### config.mk
export PLATFORM = sky130hd
export DESIGN_NAME = opfetch_seq
export DESIGN_NICKNAME = d
export VERILOG_FILES = /design/src/rtl/opfetch_seq.sv
export SDC_FILE = /design/constraint.sdc
export NUM_CORES = 1
export LEC_CHECK = 0
export ABC_AREA = 1
export BUFFER_PORTS_ARGS = -buffer_cell sky130_fd_sc_hd__buf_2
export CAP_MARGIN = 5
export CORE_ASPECT_RATIO = 1.2
export CORE_MARGIN = 4
export CORE_UTILIZATION = 50
export DETAILED_ROUTE_END_ITERATION = 10
export GPL_TIMING_DRIVEN = 0
export PLACE_DENSITY = 0.8
export SYNTH_ARGS = -nofsm -noshare
export SYNTH_HDL_FRONTEND = slang
export SYNTH_SLANG_ARGS = --single-unit
### constraint.sdc
create_clock -name clk -period 3.3 [get_ports clk]
set_clock_uncertainty 0.15 [all_clocks]
set_input_delay 0.495 -clock clk [delete_from_list [all_inputs] [get_ports clk]]
set_output_delay 0.495 -clock clk [all_outputs]
set_load 0.05 [all_outputs]
### src/rtl/opfetch_seq.sv
module opfetch_seq #(
  parameter int DW = 8
) (
  input  logic          clk,
  input  logic          rst,
  input  logic          start,
  input  logic [2:0]    mode,
  input  logic          cond,
  input  logic [2*DW-1:0] pc_in,
  output logic          mem_rd,
  output logic [2*DW-1:0] mem_addr,
  input  logic [DW-1:0] mem_data,
  output logic          busy,
  output logic          done,
  output logic [2*DW-1:0] operand,
  output logic [2*DW-1:0] next_pc
);
  localparam int AW = 2 * DW;
  localparam logic [2:0] M_REL = 3'd1, M_IMM8 = 3'd2, M_IMM16 = 3'd3, M_DIR = 3'd4;

  typedef enum logic [1:0] {S_IDLE, S_FETCH, S_CAPT} state_t;
  state_t state;

  logic [2:0]    mode_q;
  logic          cond_q;
  logic          second_q;
  logic [DW-1:0] hi_q;
  logic [AW-1:0] ptr, base_pc;

  logic needs_read, accept, last_byte;
  logic [AW-1:0] ptr_nx, rel_tgt;

  assign needs_read = (mode == M_REL) || (mode == M_IMM8) || (mode == M_IMM16) || (mode == M_DIR);
  assign accept     = start && (state == S_IDLE) && !done;
  assign last_byte  = !(mode_q == M_IMM16 && !second_q);
  assign ptr_nx     = ptr + 1'b1;
  assign rel_tgt    = ptr_nx + {{(AW-DW){mem_data[DW-1]}}, mem_data};

  assign mem_rd   = (state == S_FETCH);
  assign mem_addr = ptr;
  assign busy     = (state != S_IDLE) || done;

  always_ff @(posedge clk) begin
    if (rst) begin
      state    <= S_IDLE;
      done     <= 1'b0;
      mode_q   <= '0;
      cond_q   <= 1'b0;
      second_q <= 1'b0;
      hi_q     <= '0;
      ptr      <= '0;
      base_pc  <= '0;
      operand  <= '0;
      next_pc  <= '0;
    end else begin
      done <= 1'b0;
      case (state)
        S_IDLE: if (accept) begin
          mode_q   <= mode;
          cond_q   <= cond;
          base_pc  <= pc_in;
          ptr      <= pc_in;
          second_q <= 1'b0;
          if (needs_read) state <= S_FETCH;
          else begin
            done    <= 1'b1;
            operand <= '0;
            next_pc <= pc_in;
          end
        end
        S_FETCH: state <= S_CAPT;
        S_CAPT: begin
          ptr <= ptr_nx;
          if (!last_byte) begin
            hi_q     <= mem_data;
            second_q <= 1'b1;
            state    <= S_FETCH;
          end else begin
            state   <= S_IDLE;
            done    <= 1'b1;
            next_pc <= ptr_nx;
            case (mode_q)
              M_REL: begin
                operand <= rel_tgt;
                if (cond_q) next_pc <= rel_tgt;
              end
              M_IMM16: operand <= {hi_q, mem_data};
              default: operand <= {{(AW-DW){1'b0}}, mem_data};
            endcase
          end
        end
        default: state <= S_IDLE;
      endcase
    end
  end

  AST_INH_NO_READ: assert property (@(posedge clk) disable iff (rst)
    (accept && !needs_read) |=> (done && !mem_rd));
  AST_REL_NOT_TAKEN: assert property (@(posedge clk) disable iff (rst)
    (done && mode_q == M_REL && !cond_q) |-> (next_pc == base_pc + 1'b1));
  AST_DIR_PAGE_ZERO: assert property (@(posedge clk) disable iff (rst)
    (done && mode_q == M_DIR) |-> (operand[AW-1:DW] == '0));
  AST_READ_SPACED: assert property (@(posedge clk) disable iff (rst)
    mem_rd |=> !mem_rd);
  AST_DONE_PULSE: assert property (@(posedge clk) disable iff (rst)
    done |=> !done);
  AST_BUSY_NO_ACCEPT: assert property (@(posedge clk) disable iff (rst)
    (busy && start) |=> $stable(base_pc));
endmodule

==> metrics.txt, run 1 <==
outcome completed; via count between 4000 and 5000; WL per Instance around 16 µm; total negative slack 0 ns; NetSw 1210 µW; DRC viols 0; Post-CTS Setup Bufs 0; share of the yosys chip area belonging to registers 30.8%; GR met2 Demand/Resource ~45%; Die Span X 91.2 µm; dpl hpwl 10900 µm; ys async rst share 0%; worst vdd ir 0.000338 V; initial core utilization between 50% and 60%; syn_area_per_cell 6.42 µm²; RR Endpoint operand[11]$_SDFFE_PP0P_; reg2reg setup slack 0.29 ns; Clock power frac 27.3%; Yosys Warn Count 0; Root Driver clkbuf_8; LEAKAGE approximately 0.0024 µW; Slew Viols, Final 0; arrival time worst endpoint 3.14 ns; combinational fraction of design power 40.2%; cell taking the most area after synthesis dfxtp_1; multi-input logic area ~2500 µm²; Worst Reg2Reg Path Length in Cells 19; GR Util met1 34.7%; first-pass GRT wire length around 21000 µm; flops & latches, synth 64; Max transition margin between 50 and 60%; Max Clk Rate 0.332 GHz; RR Startpoint mem_addr[0]$_SDFFE_PP0P_; Period Utilization, post-route 91.3%; Port Buffers 81; design area 4940 µm²; WHS Path Cells 3; total power 2830 µW; Via density 5.54; Syn Inst Count 648; number of max-cap violations 0; H-tree Lvls 3; Synth top area share 30.8%; Critical Path End operand[11]$_SDFFE_PP0P_; met3 usage under 10%; final WL 13500 µm; Most used DFF post-synth dfxtp_1; Int Pwr between 1500 and 2000 µW; EDFF count, synth 0; vias in the first global route 4392; Critical Path Fanout Max 5; Setup CP Type reg -> reg; RSZ-0062 raised after global routing false; gr busiest metal met2; row count 36; layout cells sized above 1 18.3%; top post-synthesis cells by area dfxtp_1 31%, nand2_1 17%, a21oi_1 6.9%, inv_1 6.7%, o21ai_0 6.1%; Seq pwr share between 30% and 40%; most frequent cell after synthesis nand2_1; Critical Path RT 3.42 ns; CP startpoint mem_addr[0]$_SDFFE_PP0P_; gp weighted congestion ~1.0; pin count of the biggest net entering global routing 16; CTS buffer count 9; drt pass-1 iters 5; FILL cells 787; die height 108 µm; Setup crit end kind flop; clk buf depth 2; Mapped Nets 700; power per cell area ~570 nW/µm²; mapped cell area 4160 µm²; overall routing resource usage around 28%; count of cell types in the netlist 38; TritonCTS Sinks 64; clock-pin slew on the worst setup and hold paths 0.07 ns; nature of the critical path startpoint flop; # setup viols final 0; min Tclk post-route 3.01 ns; final hold violation count 0; residual overflow from global routing 0; Final ANT Viol Nets 0; Post-layout nets 792; register area approximately 1300 µm²; Inserted Diodes 0; switching share of power 42.7%; top cells by count, synth 184 x nand2_1, 74 x inv_1, 64 x dfxtp_1; total core area 8110 µm²; Hold Path Class in -> reg; initial drt markers around 400; initial antenna violation count 0; die area 9840 µm²; Tightest Pin Transition 0.650 ns; Area after DPL 4680 µm²; clk_lat worst skew ~0.34 ns; I/O pin count 82; CTS tree done; Layout area overhead 18.9%
## metal layers
| metal | part of all wire [%] | vias to the layer above |
|---|---|---|
| met4 | 4.5 | 0 |
| met3 | 6.5 | 39 |
| met1 | 42 | 2124 |
| met2 | 47 | 195 |
| met5 | 0 | - |
| li1 | - | 2293 |
## worst min-delay path by stage
stage | slack, ns | from | end
2_1_floorplan | 0.27 | state[0]$_SDFFE_PP0P_ | state[0]$_SDFFE_PP0P_
3_3_place_gp | 0.28 | state[0]$_SDFFE_PP0P_ | state[0]$_SDFFE_PP0P_
3_5_place_dp | 0.28 | state[0]$_SDFFE_PP0P_ | state[0]$_SDFFE_PP0P_
4_1_cts | 0.27 | mode[2] | mode_q[2]$_SDFFE_PP0P_
5_1_grt | 0.28 | mode[2] | mode_q[2]$_SDFFE_PP0P_
6_report | 0.27 | mode[2] | mode_q[2]$_SDFFE_PP0P_
## cell type report
| cell class | count | share of cell area (%) |
|---|---|---|
| repair buffers | 81 | 8.20 |
| multi-input cells | 480 | 50.4 |
| well taps | 95 | 2.40 |
| clock buffers | 12 | 3.14 |
| clock inverters | 3 | 1.32 |
| flip-flops and latches | 64 | 26.0 |
| inverters | 84 | 6.48 |
| plain buffers | 20 | 2.05 |
## through the flow
stage | instances | setup slack, ns | utilization [%] | hold WS [ns]
2_1_floorplan | 648 | 0.313 | - | 0.269
3_3_place_gp | 824 | 0.283 | 57.7 | 0.280
3_5_place_dp | 824 | 0.247 | 57.7 | 0.281
4_1_cts | 839 | 0.216 | 60.5 | 0.273
5_1_grt | 839 | 0.0319 | 61.0 | 0.276
6_report | 839 | 0.287 | 61.0 | 0.273
## power groups by stage
stage / logic (µW) / registers, µW / clock network, µW
final: 1140 / 920 / 773
after global routing: 1230 / 929 / 806
after CTS: 1110 / 917 / 773
after detailed placement: 1110 / 934 / 0
after global placement: 1090 / 930 / 0
after floorplan: 566 / 1170 / 0
## placed cells by master (no fill, tap or decap), types with 3 or more instances in the layout
cell type	synthesis	final
a21oi_1	57	56
a31oi_1	16	16
buf_2	9	90
clkbuf_1	9	10
clkbuf_8	0	11
clkinv_1	3	3
clkinv_2	2	3
dfxtp_1	64	62
ha_1	20	16
ha_2	0	3
inv_1	74	74
inv_2	4	4
nand2_1	184	183
nand2_2	2	3
nand3_1	34	34
nand4_1	3	3
nor2_1	57	56
nor2_2	2	3
nor2_4	4	4
nor3_1	5	3
o211ai_1	3	3
o21a_1	3	3
o21ai_0	51	51
o21bai_1	3	3
o22ai_1	6	6
xnor2_1	3	3
xor2_1	13	13
## logic make-up (layout without fill, tap and decap cells)
logic type               Yosys count  count (layout)  share of synthesized area [%]
XOR/XNOR                          16              16                           3.37
flip-flops                        64              64                           30.8
adder cells (fa/ha/maj)           21              21                           6.50
AND/OR/NAND/NOR                  298             298                           30.2
buffers and inverters            104             200                           10.1
AO/OA/AOI/OAI                    145             145                           18.9
## flip-flops by register name (all words and copies together) (netlist names), 2 cells and up
register	flops
operand	16
mode_q	3
next_pc	16
hi_q	8
mem_addr	16
state	2
## worst max-delay path, stage by stage (launching register included)
cell and delay, ns:
dfxtp_2 0.35, ha_1 0.21, nand2_1 0.10, inv_1 0.08, nand3_1 0.15, nand2_1 0.07
nand2_1 0.14, inv_1 0.07, ha_1 0.35, nand2_1 0.11, nor2_1 0.11, nand3_1 0.08
nand2_1 0.18, nand2_1 0.08, nand2_1 0.08, xor2_1 0.27, nand2_1 0.11, nand2_1 0.07
nand2_1 0.05, a21oi_1 0.13
## what timing repair did
action | in CTS | in global routing
gates resized for setup | 0 | 11
hold buffers | 0 | 0
setup endpoints to repair | 0 | 5
No activity file was read; power rests on OpenSTA's default activity.
==> run 2: changes to the inputs <==
Settings changed: SETUP_SLACK_MARGIN from default to 0.5.
==> run 2 against run 1 <==
Effect of this change:
- hold slack got worse by 0.0043 ns
- via count rose by 2.6%
- final cell count rose by 1.7%
- count of clock-buffer cells in the layout fell by 1
- non-clock buffer count rose by 13
- global-route usage rose by 0.49 points
- clock power fell by 10%
- setup slack improved by 0.28 ns
- critical endpoint is now operand[13]$_SDFFE_PP0P_
==> metrics.txt, run 2 (same netlist as run 1, synthesis figures left out) <==
pre-CTS setup slack 0.306 ns (+0.0587 ns); WHS Path Cells 3 (unchanged); DR top layer met4; TritonCTS Sinks 64 (unchanged); residual overflow from global routing 0 (unchanged); outcome completed; gp weighted congestion 0.989 (-2.8%); Root Driver clkbuf_8; WHS Endpoint mode_q[2]$_SDFFE_PP0P_; power per cell area 535 nW/µm² (-6.5%); pin count of the biggest net entering global routing 16 (unchanged); Layout area overhead 29.6%; Port Buffers 81 (unchanged); Hold Path Class in -> reg; most common cell after layout, fill and taps aside nand2_1; I/O pin count 82 (unchanged); clk_lat worst skew 0.36 ns (+0.02 ns); RR Endpoint operand[13]$_SDFFE_PP0P_; Die Span X 91.2 µm (unchanged); min Tclk post-route 2.74 ns (-0.276 ns); die area 9840 µm² (unchanged); initial drt markers 457 (+15%); LEAKAGE 0.00254 µW (+4.2%); CP Buf/Inv Count 3 (+1); worst vdd ir 0.000339 V (about the same); wl on met1 5620 µm (-0.28%); CTS buffer count 9 (unchanged); hold_ws 0.269 ns (-0.00432 ns); Slew Viols, Final 0 (unchanged); Tightest Pin Transition 0.659 ns (+0.00921 ns); # setup viols final 0 (unchanged); initial core utilization 51.3% (unchanged); Post-Layout Cell Count 853 (+1.7%); reg2reg setup slack 0.56 ns (+0.28 ns); number of max-cap violations 0 (unchanged); Max Clk Rate 0.365 GHz (+10%); most frequent cells in the layout 168 x nand2_1, 90 x buf_2, 66 x inv_1; final hold violation count 0 (unchanged); layout cells sized above 1 29.0% (+11 points); Setup crit end kind flop; first-pass GRT wire length 22000 µm (+2.8%); CP max stage delay 0.38 ns (+0.03 ns); kind of cell adding the most delay to the critical path simple AND/OR/NAND/NOR gates; nature of the critical path startpoint flop; cell mode on critical path nand2_1; Critical Path RT 3.44 ns (+0.02 ns); overall routing resource usage 28.2% (+0.49 points); Worst Reg2Reg Path Length in Cells 20 (+1); H-tree Lvls 3 (unchanged); Inserted Diodes 0 (unchanged); dpl hpwl 10900 µm (-0.24%); final WL 14000 µm (+3.5%); clock-pin slew on the worst setup and hold paths 0.08 ns (about the same); die height 108 µm (unchanged); drt pass-1 iters 6 (+1); vias in the first global route 4567 (+4.0%); WL met2 6730 µm (+5.2%); initial antenna violation count 0 (unchanged); Setup CP Type reg -> reg; slowest stage cell, crit path dfxtp_4; Placed Instances 824 (unchanged); Via density 5.60 (+0.94%); arrival time worst endpoint 2.88 ns (-0.26 ns); RR Startpoint mem_addr[0]$_SDFFE_PP0P_; RSZ-0062 raised after global routing true; row count 36 (unchanged); Final WS setup 0.563 ns (+0.276 ns); Max transition margin 56.1% (-0.61 points); total core area 8110 µm² (unchanged); CTS tree done; Critical Path Fanout Max 5 (unchanged); Post-layout nets 805 (+1.6%); min-delay src mode[2]; Final ANT Viol Nets 0 (unchanged); worst-path cell chain ha_4 > nand2_4 > inv_4 > nand3_4 > nor2_4 > or2_2 > nand2_2 > inv_2 > ha_4 > nand2_1 > inv_2 > a21oi_4 > nor2_1 > nor2_1 > nand3_1 > nand2_1 > nand2_1 > o21ai_0 > nand2_1 > a21oi_2; final core utilization 66.4% (+5.5 points); clk buf depth 2 (unchanged); DRC viols 0 (unchanged); Period Utilization, post-route 82.9% (-8.4 points); via count 4773 (+2.6%); WL per Instance 16.4 µm (+1.8%); total negative slack 0 ns (unchanged); WL met3 1080 µm (+22%)
## run 2: cell count changes in the layout (fill, tap and decap cells not counted), moves of 7 or more
cell | before | now
inv_1 | 74 | 66
nand2_1 | 183 | 168
buf_4 | 0 | 13
nand3_2 | 1 | 8
nand3_1 | 34 | 26
ha_4 | 1 | 9
dfxtp_1 | 62 | 52
a21oi_1 | 56 | 47
nand2_2 | 3 | 15
o21ai_0 | 51 | 44
a21oi_2 | 1 | 9
## run 2: area by class of cell
cell class	instances	area, µm²
plain buffers	20	101
well taps	95	119
inverters	84	328
multi-input cells	480	2830
fillers	735	2720
clock buffers	11	141
repair buffers	94	503
clock inverters	5	56.3
flip-flops and latches	64	1310
## run 2: where the power goes
group / internal [µW] / leakage [µW] / total, µW / switching, µW
sequential: 861 / 0.000529 / 934 / 73.5
clock: 368 / 0.0000993 / 694 / 326
combinational: 371 / 0.00191 / 1250 / 884
## run 2: timing repair
action,CTS,global route
hold buffers,0,0
pin swaps,1,34
setup buffers,1,12
endpoints found under the setup margin,11,17
gates resized for setup,18,80
## run 2: how the worst max path moves through the flow
| stage | start | endpoint | slack (ns) | cells past startpoint |
|---|---|---|---|---|
| floorplan | mem_addr[7]$_SDFFE_PP0P_ | next_pc[15]$_SDFFE_PP0P_ | 0.54 | 17 |
| global placement | mem_addr[0]$_SDFFE_PP0P_ | operand[13]$_SDFFE_PP0P_ | 0.35 | 21 |
| detailed placement | mem_addr[0]$_SDFFE_PP0P_ | operand[13]$_SDFFE_PP0P_ | 0.31 | 21 |
| CTS | mem_addr[0]$_SDFFE_PP0P_ | operand[11]$_SDFFE_PP0P_ | 0.51 | 20 |
| global route | mem_addr[1]$_SDFFE_PP0P_ | operand[14]$_SDFFE_PP0P_ | 0.39 | 19 |
| finish | mem_addr[0]$_SDFFE_PP0P_ | operand[13]$_SDFFE_PP0P_ | 0.56 | 20 |
## run 2: worst reg2reg max path, stage by stage (launching register included)
cell and delay (ns):
dfxtp_4 0.38, ha_4 0.17, nand2_4 0.07, inv_4 0.05, nand3_4 0.07, nor2_4 0.04, or2_2 0.28, nand2_2 0.09
inv_2 0.05, ha_4 0.25, nand2_1 0.08, inv_2 0.07, a21oi_4 0.14, nor2_1 0.07, nor2_1 0.13, nand3_1 0.11
nand2_1 0.09, nand2_1 0.06, o21ai_0 0.07, nand2_1 0.08, a21oi_2 0.15
## run 2: routing by layer
metal  global-route usage [%]  vias to the layer above
li1                         -                     2316
met1                     34.5                     2163
met2                     47.2                      244
met3                     5.73                       50
met4                     13.6                        0
met5                        0                        -
## run 2: stage by stage
stage	total power (µW)	instance area, µm²
after detailed placement	2040	4690
after CTS	2750	5000
after global placement	2020	4690
after global routing	3020	5390
final	2880	5390
after floorplan	1740	4170
